<file path="config.mk">
export PLATFORM = sky130hd
export DESIGN_NAME = flash_cmd_unit
export DESIGN_NICKNAME = d
export VERILOG_FILES = /design/src/rtl/flash_cmd_pkg.sv /design/src/rtl/flash_cmd_ctrl.sv /design/src/rtl/flash_cmd_dp.sv /design/src/rtl/flash_cmd_unit.sv
export SDC_FILE = /design/constraint.sdc
export NUM_CORES = 1
export LEC_CHECK = 0
export BUFFER_PORTS_ARGS = -buffer_cell sky130_fd_sc_hd__buf_2
export CAP_MARGIN = 15
export CORE_MARGIN = 2
export CORE_UTILIZATION = 49
export CTS_CLUSTER_SIZE = 20
export DETAILED_ROUTE_END_ITERATION = 6
export PLACE_DENSITY = 0.87
export SKIP_CTS_REPAIR_TIMING = 1
export SLEW_MARGIN = 5
export SYNTH_ARGS = -nofsm -noshare
export SYNTH_HDL_FRONTEND = slang
export SYNTH_SLANG_ARGS = --single-unit
</file>
<file path="constraint.sdc">
create_clock -name clk -period 5.6 [get_ports clk]
set_input_delay 0.56 -clock clk [delete_from_list [all_inputs] [get_ports clk]]
set_output_delay 0.56 -clock clk [all_outputs]
set_load 0.005 [all_outputs]
</file>
<file path="src/rtl/flash_cmd_pkg.sv">
package flash_cmd_pkg;
  localparam int CMD_W = 8;

  localparam logic [CMD_W-1:0] CMD_PGM_A   = 8'h40;
  localparam logic [CMD_W-1:0] CMD_PGM_B   = 8'h10;
  localparam logic [CMD_W-1:0] CMD_ERS     = 8'h20;
  localparam logic [CMD_W-1:0] CMD_CONFIRM = 8'hD0;
  localparam logic [CMD_W-1:0] CMD_STATUS  = 8'h70;
  localparam logic [CMD_W-1:0] CMD_CLEAR   = 8'h50;
  localparam logic [CMD_W-1:0] CMD_IDENT   = 8'h90;
  localparam logic [CMD_W-1:0] CMD_ARRAY   = 8'hFF;

  typedef enum logic [1:0] {
    RD_ARRAY  = 2'd0,
    RD_STATUS = 2'd1,
    RD_IDENT  = 2'd2
  } rdMode_e;

  typedef struct packed {
    logic    setSeq;
    logic    setPgm;
    logic    setProt;
    logic    clrErr;
    logic    ldReq;
    logic    ldMode;
    rdMode_e modeVal;
  } dpStrobe_t;
endpackage

</file>
<file path="src/rtl/flash_cmd_ctrl.sv">
module flash_cmd_ctrl
  import flash_cmd_pkg::*;
(
  input  logic             clk,
  input  logic             rstN,
  input  logic             wrEn,
  input  logic [CMD_W-1:0] wrData,
  input  logic             sectProt,
  input  logic             beDone,
  output dpStrobe_t        strobe,
  output logic             progReq,
  output logic             eraseReq,
  output logic             ready
);
  typedef enum logic [1:0] {ST_IDLE, ST_PGM_ARMED, ST_ERS_ARMED, ST_BUSY} ctrlState_e;

  ctrlState_e state, nextState;
  logic startPgm, startErs;

  always_comb begin
    strobe    = '0;
    nextState = state;
    startPgm  = 1'b0;
    startErs  = 1'b0;
    unique case (state)
      ST_IDLE: if (wrEn) begin
        unique case (wrData)
          CMD_PGM_A, CMD_PGM_B: begin
            nextState = ST_PGM_ARMED;
            strobe.ldMode = 1'b1; strobe.modeVal = RD_STATUS;
          end
          CMD_ERS: begin
            nextState = ST_ERS_ARMED;
            strobe.ldMode = 1'b1; strobe.modeVal = RD_STATUS;
          end
          CMD_STATUS: begin strobe.ldMode = 1'b1; strobe.modeVal = RD_STATUS; end
          CMD_IDENT:  begin strobe.ldMode = 1'b1; strobe.modeVal = RD_IDENT;  end
          CMD_ARRAY:  begin strobe.ldMode = 1'b1; strobe.modeVal = RD_ARRAY;  end
          CMD_CLEAR:  strobe.clrErr = 1'b1;
          default: ;
        endcase
      end
      ST_PGM_ARMED: if (wrEn) begin
        strobe.ldMode = 1'b1; strobe.modeVal = RD_STATUS;
        if (sectProt) begin
          strobe.setPgm = 1'b1; strobe.setProt = 1'b1;
          nextState = ST_IDLE;
        end else begin
          strobe.ldReq = 1'b1; startPgm = 1'b1;
          nextState = ST_BUSY;
        end
      end
      ST_ERS_ARMED: if (wrEn) begin
        strobe.ldMode = 1'b1; strobe.modeVal = RD_STATUS;
        if (wrData != CMD_CONFIRM) begin
          strobe.setSeq = 1'b1; strobe.setPgm = 1'b1;
          nextState = ST_IDLE;
        end else if (sectProt) begin
          strobe.setSeq = 1'b1; strobe.setProt = 1'b1;
          nextState = ST_IDLE;
        end else begin
          strobe.ldReq = 1'b1; startErs = 1'b1;
          nextState = ST_BUSY;
        end
      end
      ST_BUSY: if (beDone) nextState = ST_IDLE;
      default: nextState = ST_IDLE;
    endcase
  end

  always_ff @(posedge clk or negedge rstN) begin
    if (!rstN) begin
      state    <= ST_IDLE;
      progReq  <= 1'b0;
      eraseReq <= 1'b0;
    end else begin
      state    <= nextState;
      progReq  <= startPgm;
      eraseReq <= startErs;
    end
  end

  assign ready = (state != ST_BUSY);

  // the two requests never coincide
  a_r2_req_excl: assert property (@(posedge clk) disable iff (!rstN)
    !(progReq && eraseReq));
  // a request is always accompanied by busy
  a_r2_req_busy: assert property (@(posedge clk) disable iff (!rstN)
    (progReq || eraseReq) |-> !ready);
  // no new request while an operation is still running
  a_r9_quiet_busy: assert property (@(posedge clk) disable iff (!rstN)
    (!ready && !beDone) |=> !(progReq || eraseReq));
  // a protected second write never yields a request
  a_r5_prot_noreq: assert property (@(posedge clk) disable iff (!rstN)
    (wrEn && sectProt && state != ST_IDLE && state != ST_BUSY) |=> !(progReq || eraseReq));
endmodule

</file>
<file path="src/rtl/flash_cmd_dp.sv">
module flash_cmd_dp
  import flash_cmd_pkg::*;
#(
  parameter int               ADDR_W = 19,
  parameter logic [CMD_W-1:0] MFR_ID = 8'h1F,
  parameter logic [CMD_W-1:0] DEV_ID = 8'hED
) (
  input  logic              clk,
  input  logic              rstN,
  input  dpStrobe_t         strobe,
  input  logic              ready,
  input  logic [ADDR_W-1:0] wrAddr,
  input  logic [CMD_W-1:0]  wrData,
  input  logic [ADDR_W-1:0] rdAddr,
  output rdMode_e           modeReg,
  output logic [CMD_W-1:0]  statusByte,
  output logic [CMD_W-1:0]  idByte,
  output logic [ADDR_W-1:0] reqAddr,
  output logic [CMD_W-1:0]  reqData
);
  logic errSeq, errPgm, errProt;

  always_ff @(posedge clk or negedge rstN) begin
    if (!rstN) begin
      errSeq  <= 1'b0;
      errPgm  <= 1'b0;
      errProt <= 1'b0;
      modeReg <= RD_ARRAY;
      reqAddr <= '0;
      reqData <= '0;
    end else begin
      if (strobe.clrErr) begin
        errSeq  <= 1'b0;
        errPgm  <= 1'b0;
        errProt <= 1'b0;
      end else begin
        if (strobe.setSeq)  errSeq  <= 1'b1;
        if (strobe.setPgm)  errPgm  <= 1'b1;
        if (strobe.setProt) errProt <= 1'b1;
      end
      if (strobe.ldMode) modeReg <= strobe.modeVal;
      if (strobe.ldReq) begin
        reqAddr <= wrAddr;
        reqData <= wrData;
      end
    end
  end

  assign statusByte = {ready, 1'b0, errSeq, errPgm, 2'b00, errProt, 1'b0};

  always_comb begin
    if (rdAddr == '0)                  idByte = MFR_ID;
    else if (rdAddr == ADDR_W'(1))     idByte = DEV_ID;
    else                               idByte = '0;
  end

  // error flags are sticky unless a clear is strobed
  a_r8_sticky: assert property (@(posedge clk) disable iff (!rstN)
    (statusByte[5] && !strobe.clrErr) |=> statusByte[5]);
  // a clear leaves all three flags low
  a_r8_clear: assert property (@(posedge clk) disable iff (!rstN)
    strobe.clrErr |=> (statusByte[5:4] == 2'b00 && !statusByte[1]));
  // read mode only moves on a mode load
  a_r6_mode_hold: assert property (@(posedge clk) disable iff (!rstN)
    !strobe.ldMode |=> $stable(modeReg));
endmodule

</file>
<file path="src/rtl/flash_cmd_unit.sv">
module flash_cmd_unit
  import flash_cmd_pkg::*;
#(
  parameter int          ADDR_W = 19,
  parameter logic [7:0]  MFR_ID = 8'h1F,
  parameter logic [7:0]  DEV_ID = 8'hED
) (
  input  logic              clk,
  input  logic              rstN,
  input  logic              wrEn,
  input  logic [ADDR_W-1:0] wrAddr,
  input  logic [7:0]        wrData,
  input  logic              sectProt,
  input  logic              beDone,
  input  logic [ADDR_W-1:0] rdAddr,
  output logic [1:0]        readMode,
  output logic [7:0]        statusByte,
  output logic [7:0]        idByte,
  output logic              progReq,
  output logic              eraseReq,
  output logic [ADDR_W-1:0] reqAddr,
  output logic [7:0]        reqData,
  output logic              busyN
);
  dpStrobe_t strobe;
  rdMode_e   modeReg;
  logic      ready;

  flash_cmd_ctrl ctrl_i (
    .clk(clk), .rstN(rstN), .wrEn(wrEn), .wrData(wrData),
    .sectProt(sectProt), .beDone(beDone), .strobe(strobe),
    .progReq(progReq), .eraseReq(eraseReq), .ready(ready)
  );

  flash_cmd_dp #(.ADDR_W(ADDR_W), .MFR_ID(MFR_ID), .DEV_ID(DEV_ID)) dp_i (
    .clk(clk), .rstN(rstN), .strobe(strobe), .ready(ready),
    .wrAddr(wrAddr), .wrData(wrData), .rdAddr(rdAddr),
    .modeReg(modeReg), .statusByte(statusByte), .idByte(idByte),
    .reqAddr(reqAddr), .reqData(reqData)
  );

  assign readMode = modeReg;
  assign busyN    = ready;
endmodule

</file>
Yosys cells after proc, flatten, opt, wreduce, memory -nomap -nowiden
Index checks and enable logic that the tools add are counted.
{"block": "word_totals", "reg_bits": 36, "out_inout_bits": 48, "wordCells": 75}
{"block": "op_classes", "eq_ne": 18, "n_mux": 40, "reduce_logical": 8}
{"operator": "8-bit by 7-bit == test with 1-bit output, second input constant", "n": 3}
{"operator": "1-bit two-way mux", "n": 20}
{"operator": "19-bit by 1-bit == test with 1-bit output, second input constant", "n": 1}
{"operator": "19-bit logical NOT", "n": 1}
{"operator": "3-bit case mux with 3 select lines", "n": 2}
{"operator": "8-bit == test, second input constant", "n": 2}
{"operator": "2-bit two-way mux", "n": 8}
{"operator": "8-bit two-way mux", "n": 2}
{"operator": "2-bit inequality test, second input constant", "n": 5}
{"operator": "8-bit by 5-bit == test with 1-bit output, second input constant", "n": 1}
{"operator": "8-bit by 6-bit == test with 1-bit output, second input constant", "n": 1}
{"operator": "4-bit two-way mux", "n": 2}
{"operator": "8-bit inequality test, second input constant", "n": 1}
{"operator": "2-bit case mux with 2 select lines", "n": 2}
{"operator": "2-bit case mux with 4 select lines", "n": 1}
{"operator": "3-bit two-way mux", "n": 2}
{"operator": "2-bit nonzero test", "n": 3}
{"operator": "5-bit AND reduction", "n": 1}
{"operator": "2-bit == test, second input constant", "n": 2}
{"operator": "4-bit OR reduction", "n": 1}
{"operator": "3-bit inequality test, second input constant", "n": 1}
{"operator": "2-bit by 1-bit == test with 1-bit output, second input constant", "n": 1}
{"operator": "2-bit logical NOT", "n": 1}
{"operator": "1-bit case mux with 2 select lines", "n": 1}
{"operator": "2-bit OR reduction", "n": 1}

Logic depth before layout (Yosys ltp)
Gate-level depths: netlist of run 1.
{"block": "logic_depth", "depth_word": 6, "mapped_depth": 8}

By module
A second synthesis of run 1 with hierarchy kept.
{"block": "unflattened", "cells_unflattened": 155, "area_unflattened_um2": 1853.0}
{"mod": "flash_cmd_dp", "n_inst": 1, "cells_each": 94, "area_per_inst_um2": 1341.3, "seq_area_each_um2": 800.8}
{"mod": "flash_cmd_ctrl", "n_inst": 1, "cells_each": 61, "area_per_inst_um2": 511.7, "seq_area_each_um2": 100.1}

Worst setup path before layout of run 1
OpenSTA, ideal clock, no wires.
{"block": "synth_path", "path_kind": "in2out", "start": "input port rdAddr[2]", "end": "output port idByte[4]", "arrival_time_ns": 1.974, "required_time_ns": 5.040, "path_slack_ns": 3.066, "path_stages": 4, "cell_sequence": "or4_1 -> nor4_1 -> nor2b_1 -> buf_4"}
{"block": "synth_between", "elab_chain_len": 2}
{"item": "start: declaration", "line": "flash_cmd_unit.sv:15", "source": "input logic [ADDR_W-1:0] rdAddr,"}
{"item": "19-bit logical NOT", "line": "flash_cmd_dp.sv:52", "source": "if (rdAddr == '0) idByte = MFR_ID;"}
{"item": "8-bit two-way mux", "line": "flash_cmd_dp.sv:52"}
{"item": "end: declaration", "line": "flash_cmd_unit.sv:18", "source": "output logic [7:0] idByte,"}
Every way passes these cells.

Worst setup path after layout of run 1
{"block": "layout_path", "start": "input port rdAddr[2]", "end": "output port idByte[1]"}
Same word-level chain as after synthesis.

==> impl_metrics.tcl, run 1 <==
set metrics [dict create \
    fp.dieW_um 66.4 \
    fmax_mhz 379 \
    ant_nets 0 \
    core_um2 3720 \
    vias 1448 \
    rsz0062_at_grt "no" \
    io_pins 99 \
    worstPathCellList "buf_2 -> or4_1 -> nor4_1 -> nor2b_1 -> buf_2" \
    start_kind "primary input" \
    nets 297 \
    drt_wl_total_um 4090 \
    maxSlewHeadroom_pct 36.4 \
    grt_use_met2_pct 34.3 \
    async_flop_share_pct 100 \
    clock_skew_ns 0.00427 \
    peakVddDrop_uv 182 \
    drc_errors 0 \
    synth_cell_type_count 37 \
    final_area_um2 2420 \
    layout.cells.non_filler 290 \
    grt_pass1_vias 1346 \
    grt_usage_pct 18.6 \
    root_buffer "clkbuf_8" \
    critPathRequiredTime_ns 5.04 \
    ys_ff_latch 36 \
    htree_levels 2 \
    grt.overflow.total 0 \
    hold_ws_ns 0.353 \
    min_period_ns 2.64 \
    synthSimpleGateAreaFrac_pct 11.7 \
    mappedNetlistArea_um2 1910 \
    grt_max_degree 37 \
    cts_sinks 36 \
    synth_compound_area_share_pct 6.88 \
    yosysSeqAreaShare_pct 47.2 \
    drive_gt1_share_pct 52.5 \
    antenna_found_initial 0 \
    arrival_ns 2.08 \
    critPathMaxStageDelay_ns 0.56 \
    clock_latency_ns 0.27 \
    die_y_um 66.4 \
    setup_ws_ns 2.96 \
    globalRouteMet3Util_pct 4.26 \
    synthMuxAreaShare_pct 21.0 \
    setup_viol 0 \
    synth-main-ff-cell "dfrtp_1" \
    gp_congestion 0.772 \
    hold_violations 0 \
    dp_hpwl_um 3230 \
    synth_edf_count 0 \
    dpl.cell_count 282 \
    yosys_warnings 0 \
    post-route-period-util_pct 47.1 \
    io_buffer_count 94 \
    grt_pass1_wl_um 6130 \
    tightest_slew_ns 0.946 \
    synthToLayoutAreaGrowth_pct 26.9 \
    cp-end-kind "output port" \
    cpMaxStageDelayCell "nor4_1" \
    crit_type "in -> out" \
    cts_made_buffers 5 \
    power_frac_comb_pct 40.8 \
    p_clk_share_pct 19.6 \
    min_path_type "in -> async" \
    top_usage_layer "met2" \
    internal-power_uw 772 \
    viasPerCell 4.99 \
    final.setup.tns_ns 0 \
    synth.avg_cell_area_um2 12.3 \
    std_cell_rows 22 \
    synth_adder_area_share_pct 3.27 \
    p_switching_uw 325 \
    crit_top_cell "buf_2" \
    die-area_um2 4410 \
    dpl-instance-area_um2 2320 \
    power_switching_share_pct 29.6 \
    netlist_instances 155 \
    grt_util_met1_pct 21.5 \
    maxCapViolations 0 \
    drv_slew 0 \
    dr.pass1.iters 4 \
    dpl_worst_slack_ns 2.97 \
    synth-xor-area-share_pct 0.917 \
    wire_per_inst_um 14.1 \
    dr.first_iter.drc_count 69 \
    synth_top_family_by_area "multiplexers" \
    power_density_nw_per_um2 452 \
    initial_utilization_pct 51.4 \
    p_leak_nw 1.30 \
    p_seq_share_pct 39.7 \
    cts_tree "done" \
    finalPower_mw 1.10 \
    cp_max_fo 5 \
    clkTransAtPathRegs_ns 0.06 \
    status "complete, no violations" \
    clk_path_buf_depth 2 \
    final_util_pct 65.3 \
    n_antenna_cell 0 \
]
-- cell usage after synthesis (3+ instances only) --
| master | number | area (um^2) |
|---|---|---|
| a21oi_1 | 7 | 35.0 |
| buf_4 | 13 | 97.6 |
| buf_6 | 3 | 33.8 |
| clkbuf_1 | 3 | 11.3 |
| dfrtp_1 | 36 | 901 |
| ha_1 | 5 | 62.6 |
| inv_1 | 7 | 26.3 |
| mux2_1 | 7 | 78.8 |
| mux2_4 | 20 | 300 |
| nand2_1 | 6 | 22.5 |
| nand3_1 | 3 | 15.0 |
| nor2b_1 | 3 | 18.8 |
| nor4_1 | 6 | 37.5 |
| o21ai_0 | 4 | 20.0 |
| or4_1 | 3 | 22.5 |
-- cell families after synthesis --
group,after synthesis
XOR/XNOR,2
flip-flops,36
other,1
AO/OA/AOI/OAI,20
adder cells (fa/ha/maj),5
multiplexers,29
AND/OR/NAND/NOR,36
buffers and inverters,26
-- worst max-delay path: cells and delay by family --
| kind | cells | cell delay (ns) |
|---|---|---|
| and+or+nand+nor | 3 | 1.30 |
| buffers and inverters | 2 | 0.22 |
-- cell type report --
cell class / instances / area, um^2
Clock buffer: 6 / 72.6
Clock inverter: 2 / 35.0
Fill cell: 285 / 1290
Multi-Input combinational cell: 96 / 852
Timing Repair Buffer: 95 / 478
Tap cell: 48 / 60.1
Inverter: 7 / 26.3
Sequential cell: 36 / 901
-- final timing paths --
| check | startpoint | end | slack, ns | depth (start not counted) |
|---|---|---|---|---|
| max reg2reg | ctrl_i.state[0] | dp_i.reqAddr[13] | 3.57 | 7 |
| min | rstN | dp_i.reqAddr[10] | 0.35 | 1 |
| min in group clk | dp_i.reqAddr[10] | dp_i.reqAddr[10] | 0.49 | 1 |
| max in group asynchronous | rstN | dp_i.reqAddr[13] | 4.77 | 1 |
| min reg2reg | dp_i.reqAddr[10] | dp_i.reqAddr[10] | 0.49 | 1 |
| max | rdAddr[2] | idByte[1] | 2.96 | 5 |
-- routing by layer --
metal / wire (um) / up-vias
met2: 2060 / 70
met3: 269 / 2
met4: 14 / 0
met5: 0 / -
met1: 1740 / 665
li1: - / 711
-- power groups by stage --
stage | Combinational (mW) | Sequential [mW] | Clock [mW]
floorplan | 0.274 | 0.446 | 0
global placement | 0.435 | 0.432 | 0
detailed placement | 0.449 | 0.438 | 0
CTS | 0.451 | 0.435 | 0.220
global route | 0.492 | 0.449 | 0.234
finish | 0.447 | 0.435 | 0.214
-- layout by cell type, fill, tap and decap left out, types with 3 or more instances in the layout --
| master | count |
|---|---|
| a21oi_1 | 7 |
| buf_2 | 94 |
| clkbuf_8 | 5 |
| conb_1 | 4 |
| dfrtp_1 | 36 |
| ha_1 | 5 |
| inv_1 | 7 |
| mux2_1 | 7 |
| mux2_4 | 20 |
| nand2_1 | 6 |
| nand3_1 | 3 |
| nor2b_1 | 3 |
| nor4_1 | 6 |
| o21ai_0 | 4 |
| or4_1 | 3 |
-- registers in the layout (all words and copies together), names as in the netlist --
register and count:
dp_i.modeReg 2, ctrl_i.eraseReq 1, dp_i.errProt 1, ctrl_i.progReq 1, dp_i.reqAddr 19, dp_i.errSeq 1, dp_i.reqData 8, ctrl_i.state 2
dp_i.errPgm 1
Note: power is estimated with default switching activity, not from simulation.
==> inputs of run 2 (changes only) <==
--- a/config.mk
+++ b/config.mk
@@ -5,13 +5,14 @@
 export SDC_FILE = /design/constraint.sdc
 export NUM_CORES = 1
 export LEC_CHECK = 0
+export ABC_AREA = 1
 export BUFFER_PORTS_ARGS = -buffer_cell sky130_fd_sc_hd__buf_2
 export CAP_MARGIN = 15
 export CORE_MARGIN = 2
-export CORE_UTILIZATION = 49
+export CORE_UTILIZATION = 46
 export CTS_CLUSTER_SIZE = 20
 export DETAILED_ROUTE_END_ITERATION = 6
-export PLACE_DENSITY = 0.87
+export PLACE_DENSITY = 0.81
 export SKIP_CTS_REPAIR_TIMING = 1
 export SLEW_MARGIN = 5
 export SYNTH_ARGS = -nofsm -noshare
==> constraint.sdc (replaced) <==
create_clock -name clk -period 2.5 [get_ports clk]
set_input_delay 0.25 -clock clk [delete_from_list [all_inputs] [get_ports clk]]
set_output_delay 0.25 -clock clk [all_outputs]
set_load 0.005 [all_outputs]
==> run 2 against run 1 <==
Net effect: clock-buffer cell count fell by 1; synthesized area grew 8.6%; routed wire length up 13%; sequential power increased by 130%; cell area increased by 5.1%; flip-flop and latch count unchanged; register-to-register slack worse by 3.3 ns; critical path type is now reg -> reg; first-iteration DRC count rose by 36%; non-clock buffer count unchanged; sequential share of layout area down 1.8 points.
==> impl_metrics.tcl, run 2 <==
set metrics [dict create \
    status "complete, no violations" \
    rr_worst_depth 7 \
    yosysMostFrequentCell "nand2_1" \
    fmax_mhz 452 \
    nets 383 \
    dr.first_iter.drc_count 94 \
    layout_commonest_cell "buf_2" \
    power_density_nw_per_um2 981 \
    arrival_ns 2.39 \
    dr.pass1.iters 4 \
    synth_compound_area_share_pct 6.57 \
    netlist_instances 243 \
    async_flop_share_pct 100 \
    grt_max_degree 37 \
    setup_viol 0 \
    critPathRequiredTime_ns 2.68 \
    synth_top_family_by_area "simple AND/OR/NAND/NOR gates" \
    gp_congestion 0.906 \
    synth.avg_cell_area_um2 8.54 \
    yosys_warnings 0 \
    clock_skew_ns 0.00474 \
    vias 1830 \
    r2r_setup_slack_ns 0.29 \
    synthTopCellsByArea "dfrtp_1 43%, nand2_1 14%, nand3_2 4.8%" \
    cts_made_buffers 5 \
    start_kind "register" \
    ys_top_cells_by_count "78 x nand2_1, 36 x dfrtp_1, 18 x inv_1, 18 x nand3_1, 15 x nor2_1" \
    wire_per_inst_um 12.2 \
    worstPathCellList "inv_1 -> ha_1 -> inv_1 -> o21ai_4 -> nand2_4 -> nand2_1 -> o21ai_2" \
    cts_tree "done" \
    drt_wl_total_um 4630 \
    cp-end-kind "register" \
    final.setup.tns_ns 0 \
    dp_hpwl_um 3570 \
    dpl.cell_count 372 \
    maxSlewHeadroom_pct 47.2 \
    synth_top_area_cell "dfrtp_1" \
    antenna_found_initial 0 \
    clock_latency_ns 0.29 \
    viasPerCell 4.82 \
    synthToLayoutAreaGrowth_pct 22.8 \
    maxCapViolations 0 \
    cpMaxStageDelayCell "o21ai_4" \
    yosysSeqAreaShare_pct 43.4 \
    grt_pass1_wl_um 7620 \
    regMostFlops "dp_i.reqAddr" \
    drive_gt1_share_pct 41.2 \
    mappedNetlistArea_um2 2070 \
    synthSimpleGateAreaFrac_pct 33.4 \
    synth-xor-area-share_pct 0 \
    min_path_type "in -> async" \
    core_um2 4350 \
    root_buffer "clkbuf_8" \
    largest_register_ff_count 19 \
    ant_nets 0 \
    synth_adder_area_share_pct 3.02 \
    crit_top_cell "inv_1" \
    regToRegEndpoint "dp_i.reqData[2]" \
    drv_slew 0 \
    clkTransAtPathRegs_ns 0.08 \
    synth-main-ff-cell "dfrtp_1" \
    hold_violations 0 \
    post-route-period-util_pct 88.4 \
    synth_edf_count 0 \
    die_y_um 71.2 \
    rsz0062_at_grt "no" \
    p_leak_nw 1.49 \
    initial_utilization_pct 47.6 \
    io_pins 99 \
    layout.cells.non_filler 380 \
    htree_levels 2 \
    cp_max_fo 35 \
    crit_type "reg -> reg" \
    std_cell_rows 24 \
    tightest_slew_ns 0.793 \
    n_antenna_cell 0 \
    grt_pass1_vias 1746 \
    synthMuxAreaShare_pct 0 \
    drc_errors 0 \
    synth_cell_type_count 32 \
    io_buffer_count 94 \
    r2r-start "ctrl_i.state[1]" \
    crit_path_start "ctrl_i.state[1]" \
    min_period_ns 2.21 \
    final_util_pct 58.5 \
    critPathMaxStageDelay_ns 0.54 \
    ys_ff_latch 36 \
    final_cell_mix "94 x buf_2, 78 x nand2_1, 36 x dfrtp_1, 18 x inv_1, 18 x nand3_1" \
    grt_usage_pct 19.2 \
    grt.overflow.total 0 \
    clk_path_buf_depth 2 \
    cts_sinks 36 \
    fp.dieW_um 71.2 \
    peakVddDrop_uv 582 \
    die-area_um2 5060 \
    reg_top3 "dp_i.reqAddr x19, dp_i.reqData x8" \
    cp-endpoint "dp_i.reqData[2]" \
    synth_top_area_share_pct 43.4 \
]
==> run 2: how the worst min path moves through the flow <==
stage                     slack (ns)               end  start  cells after the start
after CTS                       0.07   dp_i.reqAddr[6]   rstN                      1
after detailed placement        0.39   dp_i.reqAddr[6]   rstN                      1
after global routing            0.11   dp_i.reqAddr[1]   rstN                      1
after floorplan                -0.05   ctrl_i.eraseReq   rstN                      0
after global placement          0.37  dp_i.reqAddr[14]   rstN                      1
final                           0.03   dp_i.reqAddr[6]   rstN                      1
==> run 2: cells by family (layout without fill, tap and decap cells) <==
kind of cell	count (synthesis)	in the layout
AO/OA/AOI/OAI	18	18
adder cells (fa/ha/maj)	5	5
buffers and inverters	44	126
flip-flops	36	36
other	1	4
AND/OR/NAND/NOR	139	139
==> run 2: through the flow <==
step / hold WS [ns] / setup WS (ns) / area (um^2) / total power [mW]
6_report: 0.0336 / 0.289 / 2550 / 2.50
5_1_grt: 0.108 / 0.0641 / 2550 / 2.70
4_1_cts: 0.0690 / 0.251 / 2550 / 2.53
3_5_place_dp: 0.391 / 0.301 / 2440 / 2.00
3_3_place_gp: 0.373 / 0.389 / 2440 / 1.96
2_1_floorplan: -0.0456 / 1.05 / 2090 / 1.66
==> run 2: layout make-up <==
type	count	area (um^2)
multi-input cells	166	906
repair buffers	95	478
well taps	52	65.1
fillers	404	1810
clock inverters	3	42.5
inverters	23	86.3
flip-flops and latches	36	901
clock buffers	5	68.8
==> run 2: critical path, delay by kind of cell (launching register included) <==
family          cells  cell delay (ns)
simple gates        2             0.58
compound gates      2             0.61
buf+inv             2             0.23
fa+ha+maj           1             0.24
flops               1             0.41
==> run 2: where the power goes <==
part	internal [mW]	leakage [nW]	switching [mW]	total, mW
clock network	0.295	0.0541	0.224	0.519
registers	0.840	0.448	0.141	0.981
logic	0.425	0.991	0.574	1.00
total	1.56	1.49	0.939	2.50
==> run 2: metal layers <==
metal	share of wire, %	global-route usage (%)	routed length, um	vias up
met5	0	0	0	-
met4	2.1	7.97	97	0
met3	7.7	4.27	355	10
met2	50	34.3	2300	77
met1	41	22.2	1880	824
li1	-	-	-	919
==> inputs of run 3 (changes only) <==
--- a/config.mk
+++ b/config.mk
@@ -9,12 +9,11 @@
 export BUFFER_PORTS_ARGS = -buffer_cell sky130_fd_sc_hd__buf_2
 export CAP_MARGIN = 15
 export CORE_MARGIN = 2
-export CORE_UTILIZATION = 46
+export CORE_UTILIZATION = 42
 export CTS_CLUSTER_SIZE = 20
 export DETAILED_ROUTE_END_ITERATION = 6
-export PLACE_DENSITY = 0.81
+export PLACE_DENSITY = 0.77
 export SKIP_CTS_REPAIR_TIMING = 1
-export SLEW_MARGIN = 5
 export SYNTH_ARGS = -nofsm -noshare
 export SYNTH_HDL_FRONTEND = slang
 export SYNTH_SLANG_ARGS = --single-unit
==> constraint.sdc (replaced) <==
create_clock -name clk -period 1.88 [get_ports clk]
set_input_delay 0.188 -clock clk [delete_from_list [all_inputs] [get_ports clk]]
set_output_delay 0.188 -clock clk [all_outputs]
set_load 0.005 [all_outputs]
==> run 3 against run 2 <==
Net effect: the flow now finishes with violations (negative hold slack); total power up 33%; sequential power up 33%; fmax up 32%; register-to-register slack worse by 0.08 ns; clock skew up 0.0021 ns; cell area up 1.0%; sequential share of layout area down 0.36 points; non-clock buffer count up 1; global-route usage down 2.1 points; final cell count up 4.2%.
==> impl_metrics.tcl, run 3 (synthesized netlist as in run 2, its figures left out) <==
set metrics [dict create \
    status "complete, but fails checks" \
    violations "negative hold slack" \
    ant_nets 0 \
    regToRegEndpoint "dp_i.reqData[6]" \
    reg_top3 "dp_i.reqAddr x19, dp_i.reqData x8" \
    core_um2 4750 \
    arrival_ns 1.83 \
    grt.overflow.total 0 \
    crit_type "reg -> reg" \
    dp_hpwl_um 3500 \
    rr_worst_depth 7 \
    hold_violations 29 \
    maxCapViolations 0 \
    nets 384 \
    regMostFlops "dp_i.reqAddr" \
    grt_max_degree 37 \
    r2r_setup_slack_ns 0.21 \
    io_pins 99 \
    start_kind "register" \
    fmax_mhz 599 \
    cpMaxStageDelayCell "dfrtp_1" \
    cts_sinks 36 \
    dr.first_iter.drc_count 77 \
    gp_congestion 0.823 \
    cp_max_fo 35 \
    cts_made_buffers 5 \
    clock_skew_ns 0.00681 \
    clkTransAtPathRegs_ns 0.08 \
    peakVddDrop_uv 516 \
    htree_levels 2 \
    cp-end-kind "register" \
    final_util_pct 54.1 \
    maxSlewHeadroom_pct 45.8 \
    dpl-instance-area_um2 2460 \
    finalPower_mw 3.32 \
    drc_errors 0 \
    synthToLayoutAreaGrowth_pct 24.1 \
    drive_gt1_share_pct 41.3 \
    largest_register_ff_count 19 \
    drv_slew 0 \
    grt_usage_pct 17.2 \
    critPathMaxStageDelay_ns 0.42 \
    io_buffer_count 94 \
    critPathRequiredTime_ns 2.05 \
    hold_ws_ns -0.0182 \
    rsz0062_at_grt "no" \
    n_antenna_cell 0 \
    final.setup.tns_ns 0 \
    cp_top_family "simple AND/OR/NAND/NOR gates" \
    die_y_um 74.3 \
    worstPathCellList "inv_1 -> ha_1 -> nand4_4 -> o21ai_4 -> nand2_4 -> nand2_1 -> o21ai_2" \
    dr.pass1.iters 4 \
    die-area_um2 5520 \
    p_leak_nw 1.50 \
    viasPerCell 4.55 \
    wire_per_inst_um 11.5 \
    crit_buf_inv 1 \
    root_buffer "clkbuf_8" \
    layout_commonest_cell "buf_2" \
    min_period_ns 1.67 \
    final_cell_mix "94 x buf_2, 78 x nand2_1, 36 x dfrtp_1, 18 x inv_1, 18 x nand3_1" \
    std_cell_rows 25 \
    n_fill_cell 455 \
    power_density_nw_per_um2 1290 \
    tightest_slew_ns 0.814 \
    initial_utilization_pct 43.6 \
    final_area_um2 2570 \
    vias 1802 \
    crit_path_start "ctrl_i.state[0]" \
    grt_pass1_wl_um 7190 \
    drt_wl_total_um 4570 \
    clk_path_buf_depth 2 \
    grt_pass1_vias 1640 \
    setup_viol 0 \
    post-route-period-util_pct 88.8 \
    r2r-start "ctrl_i.state[0]" \
    fp.dieW_um 74.3 \
    min_path_type "in -> async" \
    antenna_found_initial 0 \
    cts_tree "done" \
    clock_latency_ns 0.29 \
]
run 3: how the worst max path moves through the flow:
stage | to | slack (ns) | cells after the start
global placement | dp_i.reqData[4] | 0.28 | 7
finish | dp_i.reqData[6] | 0.21 | 7
detailed placement | dp_i.reqData[4] | 0.21 | 7
global route | dp_i.reqAddr[15] | 0.04 | 7
CTS | dp_i.reqData[6] | 0.20 | 7
floorplan | dp_i.reqData[6] | 0.43 | 8
run 3: per-layer routing:
metal | global-route usage [%] | share of wire (%)
met4 | 6.94 | 1.7
met3 | 4.88 | 8.5
met5 | 0 | 0
met1 | 19.3 | 42
met2 | 30.6 | 48
run 3: per-stage QoR:
| stage | hold WS (ns) | cells | setup WS, ns |
|---|---|---|---|
| global route | 0.0492 | 396 | 0.0441 |
| finish | -0.0182 | 396 | 0.211 |
| floorplan | -0.108 | 246 | 0.426 |
| detailed placement | 0.330 | 388 | 0.208 |
| global placement | 0.315 | 388 | 0.283 |
| CTS | 0.00729 | 396 | 0.198 |
run 3: area by class of cell:
cell class                 instances  area [um^2]  share of cell area (%)
timing repair buffer              96          485                    18.9
tap                               67         83.8                    3.26
multi-input combinational        166          906                    35.2
clock inverter                     3         42.5                    1.65
clock buffer                       5         68.8                    2.67
inverter                          23         86.3                    3.35
sequential                        36          901                    35.0
run 3: power by group:
group          switching (mW)  internal [mW]  total (mW)
sequential              0.182           1.12        1.30
combinational           0.772          0.573        1.34
clock                   0.284          0.392       0.677
